$ cat src/rtl/simt_mask_pkg.sv
// Package: shared strobe encoding for the divergence mask unit.
// Assumes at most one strobe per cycle. If several are raised, the order is branch, then else, then converge.
package simt_mask_pkg;
    typedef enum logic [1:0] {
        STB_NONE = 2'd0,
        STB_BR   = 2'd1,
        STB_ELS  = 2'd2,
        STB_CONV = 2'd3
    } strobe_e;

    // Turn the three strobe inputs into a single kind.
    function automatic strobe_e strobe_decode(input logic b, input logic e, input logic c);
        if (b)      return STB_BR;
        else if (e) return STB_ELS;
        else if (c) return STB_CONV;
        else        return STB_NONE;
    endfunction
endpackage

$ cat src/rtl/simt_mask_stack.sv
// Module: LIFO of (parent mask, taken mask) pairs, one pair per open branch.
// Assumes the caller never pushes when full or pops when empty. Such requests are ignored.
// The top-of-stack outputs read zero when the stack is empty.
module simt_mask_stack #(
    parameter int W     = 16,
    parameter int DEPTH = 8
) (
    input  logic         clk,
    input  logic         rst_n,
    input  logic         push,
    input  logic         pop,
    input  logic [W-1:0] push_parent,
    input  logic [W-1:0] push_taken,
    output logic [W-1:0] top_parent,
    output logic [W-1:0] top_taken,
    output logic         full,
    output logic         empty
);
    localparam int PW = $clog2(DEPTH + 1);
    localparam int AW = (DEPTH > 1) ? $clog2(DEPTH) : 1;

    logic [W-1:0]  par_mem [DEPTH];
    logic [W-1:0]  tak_mem [DEPTH];
    logic [PW-1:0] cnt;
    logic [AW-1:0] top_idx;

    assign full    = (cnt == PW'(DEPTH));
    assign empty   = (cnt == '0);
    assign top_idx = AW'(cnt - PW'(1));

    // Occupancy counter: up on a push, down on a pop.
    always_ff @(posedge clk) begin
        if (!rst_n)              cnt <= '0;
        else if (push && !full)  cnt <= cnt + PW'(1);
        else if (pop && !empty)  cnt <= cnt - PW'(1);
    end

    for (genvar g = 0; g < DEPTH; g++) begin : g_entry
        // Entry g captures the pushed pair when it is the next free slot.
        always_ff @(posedge clk) begin
            if (!rst_n) begin
                par_mem[g] <= '0;
                tak_mem[g] <= '0;
            end else if (push && !full && cnt == PW'(g)) begin
                par_mem[g] <= push_parent;
                tak_mem[g] <= push_taken;
            end
        end
    end

    // Top-of-stack read port.
    always_comb begin
        top_parent = empty ? '0 : par_mem[top_idx];
        top_taken  = empty ? '0 : tak_mem[top_idx];
    end
endmodule

$ cat src/rtl/simt_mask_next.sv
// Module: combinational next-mask and stack-control logic.
// Assumes the top-of-stack values come from simt_mask_stack and that the stack status is current.
module simt_mask_next
    import simt_mask_pkg::*;
#(
    parameter int W = 16
) (
    input  logic [W-1:0] cur_mask,
    input  logic [W-1:0] cond,
    input  logic         br,
    input  logic         els,
    input  logic         conv,
    input  logic [W-1:0] top_parent,
    input  logic [W-1:0] top_taken,
    input  logic         full,
    input  logic         empty,
    output logic [W-1:0] next_mask,
    output logic         do_push,
    output logic         do_pop,
    output logic         ovf,
    output logic         unf,
    output logic         upd_empty,
    output logic         new_empty
);
    strobe_e kind;
    logic [W-1:0] taken;

    assign kind  = strobe_decode(br, els, conv);
    assign taken = cond & cur_mask;

    // Choose the new mask and stack action for this cycle's strobe.
    always_comb begin
        next_mask = cur_mask;
        do_push   = 1'b0;
        do_pop    = 1'b0;
        ovf       = 1'b0;
        unf       = 1'b0;
        upd_empty = 1'b0;
        new_empty = 1'b0;
        unique case (kind)
            STB_BR: begin
                if (full) ovf = 1'b1;
                else begin
                    next_mask = taken;
                    do_push   = 1'b1;
                    upd_empty = 1'b1;
                    new_empty = (taken == '0);
                end
            end
            STB_ELS: begin
                if (empty) unf = 1'b1;
                else begin
                    next_mask = top_parent & ~top_taken;
                    upd_empty = 1'b1;
                    new_empty = ((top_parent & ~top_taken) == '0);
                end
            end
            STB_CONV: begin
                if (empty) unf = 1'b1;
                else begin
                    next_mask = top_parent;
                    do_pop    = 1'b1;
                    upd_empty = 1'b1;
                end
            end
            default: ;
        endcase
    end
endmodule

$ cat src/rtl/simt_mask_unit.sv
// Module: top of the divergence execution mask unit.
// It holds the active-lane mask, gates write-back per lane, and reports empty paths and stack errors.
// Assumes strobes are mutually exclusive. The reset is synchronous and active low.
module simt_mask_unit #(
    parameter int LANES = 16,
    parameter int DEPTH = 8
) (
    input  logic             clk,
    input  logic             rst_n,
    input  logic [LANES-1:0] cond,
    input  logic             br,
    input  logic             els,
    input  logic             conv,
    input  logic             wb_valid,
    output logic [LANES-1:0] mask,
    output logic [LANES-1:0] commit_en,
    output logic             empty_path,
    output logic             ovf_err,
    output logic             unf_err
);
    logic [LANES-1:0] next_mask, top_parent, top_taken;
    logic do_push, do_pop, ovf, unf, upd_empty, new_empty, full, empty;

    simt_mask_stack #(.W(LANES), .DEPTH(DEPTH)) u_stack (
        .clk(clk), .rst_n(rst_n), .push(do_push), .pop(do_pop),
        .push_parent(mask), .push_taken(next_mask),
        .top_parent(top_parent), .top_taken(top_taken),
        .full(full), .empty(empty)
    );

    simt_mask_next #(.W(LANES)) u_next (
        .cur_mask(mask), .cond(cond), .br(br), .els(els), .conv(conv),
        .top_parent(top_parent), .top_taken(top_taken), .full(full), .empty(empty),
        .next_mask(next_mask), .do_push(do_push), .do_pop(do_pop),
        .ovf(ovf), .unf(unf), .upd_empty(upd_empty), .new_empty(new_empty)
    );

    // Mask, empty-path and error-pulse registers.
    always_ff @(posedge clk) begin
        if (!rst_n) begin
            mask       <= '1;
            empty_path <= 1'b0;
            ovf_err    <= 1'b0;
            unf_err    <= 1'b0;
        end else begin
            mask    <= next_mask;
            ovf_err <= ovf;
            unf_err <= unf;
            if (upd_empty) empty_path <= new_empty;
        end
    end

    // Per-lane write-back gate, taken from the mask in force this cycle.
    assign commit_en = mask & {LANES{wb_valid}};
endmodule

$ cat config.mk
export PLATFORM = sky130hd
export DESIGN_NAME = simt_mask_unit
export DESIGN_NICKNAME = d
export VERILOG_FILES = /design/src/rtl/simt_mask_pkg.sv /design/src/rtl/simt_mask_stack.sv /design/src/rtl/simt_mask_next.sv /design/src/rtl/simt_mask_unit.sv
export SDC_FILE = /design/constraint.sdc
export NUM_CORES = 1
export LEC_CHECK = 0
export CAP_MARGIN = 20
export CORE_MARGIN = 2
export CORE_UTILIZATION = 47
export CTS_BUF_LIST = sky130_fd_sc_hd__clkbuf_4
export DETAILED_ROUTE_END_ITERATION = 6
export DONT_BUFFER_PORTS = 1
export PLACE_DENSITY = 0.69
export SETUP_SLACK_MARGIN = 0.05
export SYNTH_ARGS = -nofsm -noshare
export SYNTH_HDL_FRONTEND = slang
export SYNTH_SLANG_ARGS = --single-unit
$ cat constraint.sdc
create_clock -name clk -period 5.5 [get_ports clk]
set_clock_uncertainty 0.05 [all_clocks]
set_input_delay 0.55 -clock clk [delete_from_list [all_inputs] [get_ports clk]]
set_output_delay 0.55 -clock clk [all_outputs]
set_load 0.03 [all_outputs]
==> metrics <==
leakage about 0.0054 µW; commonest non-fill, non-tap cell in the layout edfxtp_1; clock latency on the worst-skew pair roughly 0.69 ns; DRC 0; crit path launch type flop; Fillers 2317; fin crit share 0.665; yosys warns 0; Pint between 3000 and 4000 µW; initial antenna violation count 1; max-cap viol count 0; FMAX about 270 MHz; Logic pwr share 0.219; initial core utilization 0.476; Power Density roughly 400 nW/µm²; post-CTS setup buffer count 0; top cell type's share of synthesized area 0.583; Hold Path Depth 2; switching power roughly 1800 µW; vias in the first global route slightly below 9000; first-pass GRT wire length 54100 µm; Via density 5.91; Async SR Flop Fraction 0; chip width between 150 and 200 µm; Seq/Total Area, Yosys 0.617; 1st-iter DRT viols 1092; total clock sinks ~280; Final Wtd Congestion 0.877; Worst Setup End Kind flop; Min Hold Slack slightly above 0.07 ns; sw frac 0.314; global route overflow 0; Worst-Margin Slew between 1 and 1.5 ns; die height approximately 170 µm; Netlist cell types 62; Longest Clk Path Bufs 3; post-route insts no fill 1452; R2R depth 9; Clk pin slew, worst setup/hold paths 0.07 ns; area of the core ~28000 µm²; area leader, netlist edfxtp_1; HPWL after detailed placement 22200 µm; H-tree Lvls 3; crit path max fanout 45; largest net degree at the start of global routing between 40 and 50; Post-synth top flop edfxtp_1; CTS tree built; clock root cell clkbuf_4; Clk network pwr share 0.319; outcome finished clean; synth top area cells edfxtp_1 (58%), mux4_2 (7.0%), and2_1 (6.9%); synthesized flop and latch total about 280; Critical Path AT 3.99 ns; share of cells above drive strength 1 0.216; Mapped Area 13200 µm²; ANT nets after route 0; Total GRT Usage 0.259; data required time of the critical path approximately 6 ns; RSZ-0062 raised after global routing no; row count between 60 and 70; Rel. slew slack 0.207; number of synthesized flops with an enable pin about 260; Pins Over Slew Limit 0; Layout Nets 1051; total CTS buffers 75; crit-path max cell delay 0.82 ns; wire per inst 25.3 µm; Final Core Density 0.528; Worst IR Drop VDD roughly 0.00019 V; IO Count 57; Mapped Cells between 900 and 1000; Post-Place Cells 1318; TritonRoute pass-1 iters 7; Slowest cell on crit path ha_4; # setup viols final 0; Synth Area per Inst 13.3 µm²; crit path cell chain inv_1 -> ha_4 -> buf_12 -> nor2b_1 -> a2111oi_0 -> a31oi_1 -> nand3_1 -> o31a_1 -> nor2_1; DR vias between 8000 and 9000; Reg power frac 0.462; die footprint around 30000 µm²; WS Path Type flop to flop; Tmin final 3.66 ns; number of I/O port buffers 0; Mapped Nets 1023; final hold vios 0; TNS Setup 0 ns; most frequent cells in the layout edfxtp_1 (256), nor2_1 (146), and2_1 (145); area growth from synthesis to layout 10.8%; Routed WL between 30000 and 40000 µm; worst hold path class input port to flop
worst paths after layout:
path                                     from                                   end  slack, ns
setup / recovery  u_stack.cnt[0]$_SDFFE_PN0P_  u_stack.tak_mem[3][10]$_SDFFCE_PN0P_       1.84
hold / removal                          rst_n                    mask[8]$_SDFF_PN1_       0.07
setup reg to reg  u_stack.cnt[0]$_SDFFE_PN0P_  u_stack.tak_mem[3][10]$_SDFFCE_PN0P_       1.84
hold reg to reg   u_stack.cnt[3]$_SDFFE_PN0P_                    ovf_err$_SDFF_PN0_       0.58
what timing repair did:
item	in CTS	in global routing
hold buffers	1	0
hold endpoints to repair	18	0
resized for setup	0	0
through the flow:
stage               setup slack (ns)  area [µm²]  total power, µW
CTS                             1.79       14600             5780
finish                          1.84       14600             5770
global placement                1.90       13600             3920
global route                    1.58       14600             6000
detailed placement              1.80       13600             3940
floorplan                       1.26       13200             3560
flip-flops by register name, indices dropped and copies added, names as in the netlist:
name / count
empty_path: 1
u_stack.par_mem: 128
unf_err: 1
u_stack.tak_mem: 128
u_stack.cnt: 4
ovf_err: 1
mask: 16
routing by layer:
| metal | GRT usage | share of wire |
|---|---|---|
| met5 | 0 | 0.0014 |
| met4 | 0.107 | 0.035 |
| met3 | 0.0667 | 0.11 |
| met2 | 0.417 | 0.48 |
| met1 | 0.336 | 0.37 |
critical path: cells and delay by family, from the launching register on:
family	cells	cell delay, ns
AO/OA/AOI/OAI	3	0.97
buffers and inverters	2	0.54
flip-flops	1	0.63
adder cells (fa/ha/maj)	1	0.82
AND/OR/NAND/NOR	3	0.34
kinds of logic after synthesis:
logic type / Yosys count / share of synthesized area
and+or+nand+nor: 454 / 0.171
DFF: 279 / 0.617
AOI/OAI and AO/OA: 92 / 0.0520
buffers and inverters: 87 / 0.0342
muxes: 69 / 0.115
adders and majority gates: 8 / 0.00759
xor gates and xnor gates: 4 / 0.00266
cell usage after synthesis (9+ instances only):
cell,count
mux4_2,41
edfxtp_1,256
buf_2,17
dfxtp_1,23
nand2_1,91
o21ai_0,10
clkbuf_1,46
mux4_1,19
a31oi_1,10
nand2b_1,12
nor2_1,150
and2_1,145
nand3b_1,9
nand3_1,12
a2bb2oi_2,9
a21oi_1,25
layout make-up:
cell class	instances	area, µm²	area share
Tap cell	378	473	0.0324
Antenna cell	1	2.50	0.000171
Sequential cell	279	8150	0.558
Timing Repair Buffer	30	290	0.0199
Clock inverter	12	75.1	0.00514
Clock buffer	117	878	0.0601
Inverter	8	30.0	0.00205
Multi-Input combinational cell	627	4720	0.323
power by group through the flow:
stage	Clock, µW	Combinational, µW	Sequential (µW)
6_report	1840	1260	2660
5_1_grt	1990	1340	2680
4_1_cts	1870	1240	2660
3_5_place_dp	0	1230	2710
3_3_place_gp	0	1220	2700
2_1_floorplan	0	953	2610
Power figures use the tool's default switching activity.
